**src/rtl/segstk_pkg.sv**
```systemverilog
package segstk_pkg;
   typedef enum logic [2:0] {
      ST_IDLE,
      ST_WLO,
      ST_WHI,
      ST_RLO,
      ST_RHI,
      ST_REND
   } segstk_st_e;
endpackage

```
**src/rtl/segstk_agen.sv**
```systemverilog
module segstk_agen #(
   parameter int SEG_W     = 16,
   parameter int PTR_W     = 16,
   parameter int SEG_SHIFT = 4,
   localparam int ADDR_W   = SEG_W + SEG_SHIFT
) (
   input  logic [SEG_W-1:0]  seg,
   input  logic [PTR_W-1:0]  ptr,
   input  logic              hi_sel,
   output logic [ADDR_W-1:0] phys
);
   logic [PTR_W-1:0] off;
   assign off = ptr + PTR_W'(hi_sel);

   generate
      if (SEG_SHIFT == 0) begin : g_flat
         assign phys = ADDR_W'(seg) + ADDR_W'(off);
      end else begin : g_shift
         assign phys = {seg, {SEG_SHIFT{1'b0}}} + ADDR_W'(off);
      end
   endgenerate
endmodule

```
**src/rtl/segstk_fsm.sv**
```systemverilog
module segstk_fsm
   import segstk_pkg::*;
(
   input  logic       clk,
   input  logic       rst_n,
   input  logic       start,
   input  logic       op_pop,
   output segstk_st_e st,
   output logic       done
);
   segstk_st_e st_nx;

   always_comb begin
      st_nx = st;
      case (st)
         ST_IDLE: if (start) st_nx = op_pop ? ST_RLO : ST_WLO;
         ST_WLO:  st_nx = ST_WHI;
         ST_WHI:  st_nx = ST_IDLE;
         ST_RLO:  st_nx = ST_RHI;
         ST_RHI:  st_nx = ST_REND;
         ST_REND: st_nx = ST_IDLE;
         default: st_nx = ST_IDLE;
      endcase
   end

   always_ff @(posedge clk) begin
      if (!rst_n) begin
         st   <= ST_IDLE;
         done <= 1'b0;
      end else begin
         st   <= st_nx;
         done <= (st == ST_WHI) || (st == ST_REND);
      end
   end
endmodule

```
**src/rtl/segstk_unit.sv**
```systemverilog
module segstk_unit
   import segstk_pkg::*;
#(
   parameter int SEG_W     = 16,
   parameter int PTR_W     = 16,
   parameter int SEG_SHIFT = 4,
   parameter int BYTE_W    = 8,
   localparam int DATA_W   = 2 * BYTE_W,
   localparam int ADDR_W   = SEG_W + SEG_SHIFT
) (
   input  logic              clk,
   input  logic              rst_n,
   input  logic              req_valid,
   input  logic              req_pop,
   input  logic [DATA_W-1:0] req_wdata,
   output logic              req_ready,
   output logic              busy,
   output logic              done,
   output logic [DATA_W-1:0] pop_data,
   input  logic              seg_load,
   input  logic [SEG_W-1:0]  seg_in,
   input  logic              sp_load,
   input  logic [PTR_W-1:0]  sp_in,
   output logic [SEG_W-1:0]  seg_out,
   output logic [PTR_W-1:0]  sp_out,
   output logic [ADDR_W-1:0] top_addr,
   output logic              mem_en,
   output logic              mem_we,
   output logic [ADDR_W-1:0] mem_addr,
   output logic [BYTE_W-1:0] mem_wdata,
   input  logic [BYTE_W-1:0] mem_rdata
);
   localparam logic [PTR_W-1:0] STEP = PTR_W'(DATA_W / BYTE_W);

   generate
      if (PTR_W > ADDR_W) begin : g_bad_ptr
         $error("segstk_unit: PTR_W must not exceed SEG_W+SEG_SHIFT");
      end
      if (SEG_SHIFT < 0) begin : g_bad_shift
         $error("segstk_unit: SEG_SHIFT must be non-negative");
      end
      if (BYTE_W < 1) begin : g_bad_byte
         $error("segstk_unit: BYTE_W must be positive");
      end
   endgenerate

   segstk_st_e        st;
   logic [PTR_W-1:0]  sp_q;
   logic [SEG_W-1:0]  seg_q;
   logic [DATA_W-1:0] wdata_q;
   logic [DATA_W-1:0] rd_q;
   logic              accept;
   logic              hi_sel;

   assign busy      = (st != ST_IDLE);
   assign req_ready = !busy && !seg_load && !sp_load;
   assign accept    = req_valid && req_ready;

   segstk_fsm u_fsm (
      .clk    (clk),
      .rst_n  (rst_n),
      .start  (accept),
      .op_pop (req_pop),
      .st     (st),
      .done   (done)
   );

   always_ff @(posedge clk) begin
      if (!rst_n) begin
         sp_q    <= '0;
         seg_q   <= '0;
         wdata_q <= '0;
         rd_q    <= '0;
      end else begin
         if (!busy) begin
            if (seg_load) seg_q <= seg_in;
            if (sp_load)  sp_q  <= sp_in;
            if (accept && !req_pop) begin
               sp_q    <= sp_q - STEP;
               wdata_q <= req_wdata;
            end
         end
         case (st)
            ST_RHI:  rd_q[BYTE_W-1:0] <= mem_rdata;
            ST_REND: begin
               rd_q[DATA_W-1:BYTE_W] <= mem_rdata;
               sp_q                  <= sp_q + STEP;
            end
            default: ;
         endcase
      end
   end

   assign mem_en    = (st == ST_WLO) || (st == ST_WHI) || (st == ST_RLO) || (st == ST_RHI);
   assign mem_we    = (st == ST_WLO) || (st == ST_WHI);
   assign hi_sel    = (st == ST_WHI) || (st == ST_RHI);
   assign mem_wdata = hi_sel ? wdata_q[DATA_W-1:BYTE_W] : wdata_q[BYTE_W-1:0];

   segstk_agen #(.SEG_W(SEG_W), .PTR_W(PTR_W), .SEG_SHIFT(SEG_SHIFT)) u_agen_top (
      .seg    (seg_q),
      .ptr    (sp_q),
      .hi_sel (1'b0),
      .phys   (top_addr)
   );

   segstk_agen #(.SEG_W(SEG_W), .PTR_W(PTR_W), .SEG_SHIFT(SEG_SHIFT)) u_agen_mem (
      .seg    (seg_q),
      .ptr    (sp_q),
      .hi_sel (hi_sel),
      .phys   (mem_addr)
   );

   assign seg_out  = seg_q;
   assign sp_out   = sp_q;
   assign pop_data = rd_q;
endmodule

```
**config.mk**
```make
export PLATFORM = sky130hd
export DESIGN_NAME = segstk_unit
export DESIGN_NICKNAME = d
export VERILOG_FILES = /design/src/rtl/segstk_pkg.sv /design/src/rtl/segstk_agen.sv /design/src/rtl/segstk_fsm.sv /design/src/rtl/segstk_unit.sv
export SDC_FILE = /design/constraint.sdc
export NUM_CORES = 1
export LEC_CHECK = 0
export ABC_CLOCK_PERIOD_IN_PS = 6900
export BUFFER_PORTS_ARGS = -buffer_cell sky130_fd_sc_hd__buf_2
export CORE_ASPECT_RATIO = 1.25
export CORE_UTILIZATION = 41
export CTS_BUF_LIST = sky130_fd_sc_hd__clkbuf_4 sky130_fd_sc_hd__clkbuf_8
export DETAILED_ROUTE_END_ITERATION = 7
export PLACE_DENSITY = 0.67
export SLEW_MARGIN = 30
export SYNTH_ARGS = -nofsm -noshare
export SYNTH_HDL_FRONTEND = slang
export SYNTH_SLANG_ARGS = --single-unit
```
**constraint.sdc**
```tcl
create_clock -name clk -period 6.9 [get_ports clk]
set_input_delay 2.07 -clock clk [delete_from_list [all_inputs] [get_ports clk]]
set_output_delay 2.07 -clock clk [all_outputs]
set_load 0.01 [all_outputs]
```
== Word level (Yosys, flattened, before mapping) ==
Cells that the tools add are included.

* Bits in registers: 68
* Bits of input ports: 62
* Output and inout bits: 101

* Add/sub/neg operators: 5
* Eq/ne operators: 7
* Muxes and demuxes: 8
* Bitwise gates (word level): 1
* Reduce and logical (&&, ||, !) cells: 19

{| class="wikitable"
|+ Operator list
! operator !! count
|-
| 16-bit 2-to-1 mux || 4
|-
| 20-bit by 16-bit adder with 20-bit output || 2
|-
| 16-bit by 1-bit adder with 16-bit output || 1
|-
| 16-bit by 2-bit adder with 16-bit output (second input constant) || 1
|-
| 16-bit by 2-bit subtractor with 16-bit output (second input constant) || 1
|-
| 3-bit one-hot mux with 4 select lines || 1
|-
| 8-bit 2-to-1 mux || 1
|-
| 3-bit by 2-bit == test with 1-bit output (second input constant) || 2
|-
| 3-bit == test (second input constant) || 2
|-
| 2-bit AND reduction || 3
|-
| 3-bit nonzero test || 2
|-
| 1-bit logical OR || 5
|-
| 1-bit logical AND || 4
|-
| 1-bit logical NOT || 4
|-
| 3-bit by 1-bit == test with 1-bit output (second input constant) || 1
|-
| 3-bit logical NOT || 1
|-
| 3-bit 2-to-1 mux || 1
|-
| 2-bit 2-to-1 mux || 1
|-
| 2-bit by 1-bit != test with 1-bit output (second input constant) || 1
|-
| 2-bit != test (second input constant) || 1
|-
| 1-bit inverter || 1
|}

== Longest topological paths before layout ==
* Depth in word-level cells: 9
* Depth in mapped cells: 15
* Mapped depth without buffers: 14

== Hierarchy ==
From an unflattened synthesis, not the netlist that was laid out.

* Cells, all modules: 693
* Area total of the unflattened synthesis: 5,231.3 um^2

{| class="wikitable"
|+ By module, submodules not included
! module !! times used !! cells an instance !! area each (um^2) !! sequential area each (um^2)
|-
| segstk_unit || 1 || 421 || 3,205.6 || 1,281.2
|-
| segstk_agen at u_agen_top || 1 || 132 || 942.2 || 0.0
|-
| segstk_agen at u_agen_mem || 1 || 124 || 924.6 || 0.0
|-
| segstk_fsm || 1 || 16 || 158.9 || 80.1
|}

== Worst setup path after synthesis ==
No wires, ideal clock.

* Kind: flip-flop to output port
* Start: register u_fsm.st[2]
* End: output mem_addr[19]
* Data arrival time: 3.801 ns
* Required time: 4.830 ns
* Slack: 1.029 ns
* Stages on the path, launching flop included: 16
* Buffers on the path: 1
* Cell sequence: dfxtp_1 buf_2 xnor2_1 nor2_1 ha_1 ha_1 and3_1 nand3_1 nor3_1 xor2_1 ha_1 a21o_1 o32ai_1 a211oi_1 or4_1 o211ai_1

* Longest elaborated chain between the ends: 4
* Elaborated cells on any way between the ends: 5
* Classes of those cells: add/sub (2); eq/ne (2); reduce/logical (1)

{| class="wikitable"
|+ RTL lines
! what !! RTL line !! source
|-
| start, declared || segstk_fsm.sv:8 || <nowiki>output segstk_st_e st,</nowiki>
|-
| start signal, assigned || segstk_fsm.sv:31 || <nowiki>st <= st_nx;</nowiki>
|-
| 3-bit by 2-bit == test with 1-bit output or 3-bit == test (tied branches) || segstk_unit.sv:96 || <nowiki>assign hi_sel = (st == ST_WHI) || (st == ST_RHI);</nowiki>
|-
| 1-bit logical OR * || segstk_unit.sv:96 ||
|-
| 16-bit by 1-bit adder with 16-bit output * || segstk_agen.sv:13 || <nowiki>assign off = ptr + PTR_W'(hi_sel);</nowiki>
|-
| 20-bit by 16-bit adder with 20-bit output * || segstk_agen.sv:19 || <nowiki>assign phys = {seg, {SEG_SHIFT{1'b0}}} + ADDR_W'(off);</nowiki>
|-
| end, declared || segstk_unit.sv:29 || <nowiki>output logic [ADDR_W-1:0] mem_addr,</nowiki>
|}

Every way passes the cells marked *; elsewhere a longest branch is shown, timed or not.

== Worst setup path in the final report ==
* Start: register u_fsm.st[1]
* End: output mem_addr[19]

Same word-level chain as after synthesis.

==> load_flow_metrics.sql <==
INSERT INTO impl_metrics (metric_group, metric, value, unit) VALUES
('status', 'outcome', 'complete, no violations', ''),
('final_layout', 'diodes', '0', ''),
('worst_setup_path', 'timing_worst_setup_path_type', 'reg -> out', ''),
('sta', 'clock_skew', '3.758', 'ps'),
('power_and_ir_drop', 'power.switching', '0.3783', 'mW'),
('sta', 'tightest_slew', '959.6', 'ps'),
('final_layout', 'finish.net_count', '867', ''),
('final_layout', 'layout.filler_cells', '1192', ''),
('detailed_routing', 'vias', '5275', ''),
('clock_tree', 'clock_latency_at_the_later_pin_of_the_worst_skew_pair', '350', 'ps'),
('worst_setup_path', 'reg2regPathDepth', '6', ''),
('power_and_ir_drop', 'switching_share', '33.76', '%'),
('worst_setup_path', 'cp.required', '4830', 'ps'),
('die', 'core.rowCount', '44', ''),
('worst_hold_path', 'min_to', 'wdata_q[11]', ''),
('worst_setup_path', 'r2r_end', 'sp_out[15]', ''),
('yosys', 'syn-num-nets', '740', ''),
('place', 'port-buffer-count', '162', ''),
('sta', 'postLayoutSetupSlackWorst', '480.3', 'ps'),
('final_layout', 'layout.cells.non_filler', '941', ''),
('sta', 'layout_min_cycle_time', '6420', 'ps'),
('clock_tree', 'ctsLongestPathBuffers', '2', ''),
('detailed_routing', 'final_routed_wire_length_divided_by_cell_count', '16.22', 'µm'),
('clock_tree', 'cts_num_sinks', '68', ''),
('yosys', 'synthesis.area_per_instance', '7.606', 'µm²'),
('yosys', 'synthCells', '648', ''),
('worst_setup_path', 'r2r-start', 'u_fsm.st[0]', ''),
('worst_hold_path', 'worstHoldPathCells', '2', ''),
('sta', 'achievable-frequency', '0.1558', 'GHz'),
('global_routing', 'grt_pass1_vias', '5109', ''),
('clock_tree', 'path_clk_slew', '80', 'ps'),
('clock_tree', 'cts_root_buf', 'clkbuf_8', ''),
('sta', 'timing.slew.headroom', '36.03', '%'),
('clock_tree', 'cts_tree', 'done', ''),
('sta', 'rsz_0062_raised_after_global_routing', 'false', ''),
('sta', 'final-max-slew-violation-count', '0', ''),
('worst_setup_path', 'worst-path-max-fanout', '9', ''),
('place', 'post-place-ws', '601.8', 'ps'),
('worst_hold_path', 'hp-class', 'reg -> reg', ''),
('die', 'die_x', '100.1', 'µm'),
('detailed_routing', 'vias_per_cell', '5.606', ''),
('yosys', 'synth_enable_flop_cells', '0', ''),
('place', 'place_congestion', '0.8730', ''),
('yosys', 'yosys_most_used_dff', 'dfxtp_1', ''),
('die', 'die_area', '12470', 'µm²'),
('place', 'placedCellCount', '925', ''),
('power_and_ir_drop', 'p_comb_share', '26.4', '%'),
('yosys', 'ys.warnings.count', '0', ''),
('sta', 'final-setup-viol-count', '0', ''),
('global_routing', 'track_usage', '24.64', '%'),
('power_and_ir_drop', 'cellPowerDensity', '187.5', 'nW/µm²'),
('die', 'starting_utilization_of_the_core_area', '42.23', '%'),
('final_layout', 'drive_above_1_share', '26.79', '%'),
('yosys', 'async_flop_share', '0', '%'),
('place', 'dp.final_hpwl', '11.43', 'mm'),
('worst_setup_path', 'critPathLaunch', 'u_fsm.st[1]', ''),
('sta', 'finalHoldViolations', '0', ''),
('detailed_routing', 'remaining_drc_errors', '0', ''),
('clock_tree', 'htreeDepth', '3', ''),
('worst_setup_path', 'category_of_the_worst_setup_path_capture_point', 'output pin', ''),
('worst_setup_path', 'r2r_slack', '4650', 'ps'),
('die', 'design.portCount', '163', ''),
('worst_setup_path', 'critical_path_arrival', '4350', 'ps'),
('clock_tree', 'tritoncts.num_buffers', '9', ''),
('sta', 'layout_worst_path_cycle_share', '93.04', '%'),
('detailed_routing', 'ant_nets', '0', ''),
('detailed_routing', 'wirelength', '15.26', 'mm'),
('final_layout', 'syn_to_final_growth', '21.30', '%'),
('global_routing', 'pin_count_of_the_biggest_net_entering_global_routing', '60', ''),
('power_and_ir_drop', 'power.static_leakage', '2.756', 'nW'),
('power_and_ir_drop', 'clockPowerShare', '33.6', '%');
==> placed cells by master (no fill, tap or decap), types with 4 or more instances in the layout <==
cell type | netlist | layout
and3_1 | 5 | 5
a211oi_1 | 10 | 10
o21ai_0 | 14 | 14
nor4_1 | 9 | 9
nand3b_1 | 6 | 6
nor2_1 | 31 | 30
nor3b_1 | 7 | 7
nand3_1 | 18 | 18
inv_1 | 11 | 11
mux2_2 | 8 | 8
o32ai_1 | 5 | 4
nand4_1 | 8 | 8
a21oi_1 | 72 | 72
nor3_1 | 13 | 12
buf_2 | 11 | 162
xnor2_1 | 29 | 29
dfxtp_1 | 68 | 67
or3_1 | 5 | 5
o211a_1 | 5 | 5
o211ai_1 | 9 | 9
or4_1 | 5 | 5
clkbuf_8 | 0 | 9
xor2_1 | 16 | 16
nand2_1 | 130 | 129
or2_2 | 4 | 4
a21o_1 | 10 | 10
o21a_1 | 8 | 8
ha_1 | 28 | 27
a31oi_1 | 6 | 6
==> worst max path at each step <==
stage	end	slack, ps
6_report	mem_addr[19]	480
5_1_grt	mem_addr[19]	20
4_1_cts	mem_addr[19]	210
3_5_place_dp	mem_addr[19]	600
3_3_place_gp	mem_addr[19]	800
2_1_floorplan	mem_addr[19]	1030
==> cells by family after synthesis <==
group / after synthesis / share of synthesized area, %
buffers and inverters: 62 / 5.763
DFF: 68 / 27.62
and+or+nand+nor: 261 / 25.59
xor gates and xnor gates: 45 / 7.997
adders and majority gates: 30 / 7.921
muxes: 8 / 1.828
AOI/OAI and AO/OA: 174 / 23.28
==> sequential cells by signal, indices dropped and copies added, names as in the netlist <==
name	flops
pop_data	16
seg_out	16
u_fsm.done	1
u_fsm.st	3
sp_out	16
wdata_q	16
==> cell type report <==
type	count	area [µm²]	share of cell area, %
tap	161	201.4	3.370
sequential	68	1363	22.79
multi-input combinational	518	3308	55.34
clock inverter	7	97.59	1.632
timing repair buffer	165	833.3	13.94
clock buffer	9	123.9	2.072
inverter	13	51.30	0.8581
==> layer usage <==
layer | global-route usage (%) | vias up | wire length (µm)
met4 | 8.525 | 0 | 266
met2 | 43.29 | 214 | 7665
met1 | 29.69 | 2465 | 6284
met5 | 0 | - | 0
li1 | - | 2577 | -
met3 | 4.545 | 19 | 1042
==> cells in the mapped netlist (3+ instances only) <==
library cell    n  share of area, %
or4_1           5              0.76
nor4_1          9               1.1
a211oi_1       10               1.5
nand2b_1        3              0.38
a311oi_1        3              0.53
buf_1           3              0.23
buf_4           6              0.91
buf_2          11               1.1
nor3_1         13               1.3
o32ai_1         5              0.89
a21o_1         10               1.5
nor3b_1         7               1.1
o21ai_0        14               1.4
nand2_1       130               9.9
o21ai_1         3              0.30
o21a_1          8               1.2
clkbuf_1       27               2.1
dfxtp_1        68                28
nand3_1        18               1.8
and2_1          3              0.38
o211a_1         5               1.0
o211ai_1        9               1.4
nand3b_1        6              0.91
or2_2           4              0.51
nand4_1         8               1.0
a31oi_1         6              0.76
nor2_1         31               2.4
a211o_1         3              0.53
xnor2_1        29               5.2
a32oi_1         3              0.53
inv_1          11              0.84
and3_1          5              0.63
mux2_2          8               1.8
xor2_1         16               2.8
a21oi_1        72               7.3
ha_1           28               7.1
nor2b_1         3              0.38
or3_1           5              0.63
==> power groups by stage <==
stage,clock (mW),combinational [mW],sequential [mW]
final,0.377,0.296,0.448
after detailed placement,0,0.295,0.456
after floorplan,0,0.207,0.441
after global placement,0,0.289,0.455
after global routing,0.404,0.325,0.452
after CTS,0.387,0.295,0.447
==> worst max-delay path: stages, from the launching register on <==
cell      delay (ps)
dfxtp_1          490
xnor2_1          100
nor2_1            90
buf_4            190
ha_2             290
ha_1             210
and3_1           210
nand3_1          200
nor3_1           300
xor2_1           180
ha_1             310
a21o_1           240
o32ai_2          290
a211oi_1         130
or4_1            500
o211ai_1         120
buf_2            160
==> what timing repair did <==
action                                  in CTS  in global routing
resized for setup                            0                  4
endpoints found under the setup margin       0                  4
hold buffers                                 0                  0
Note: power is estimated with default switching activity, not from simulation.
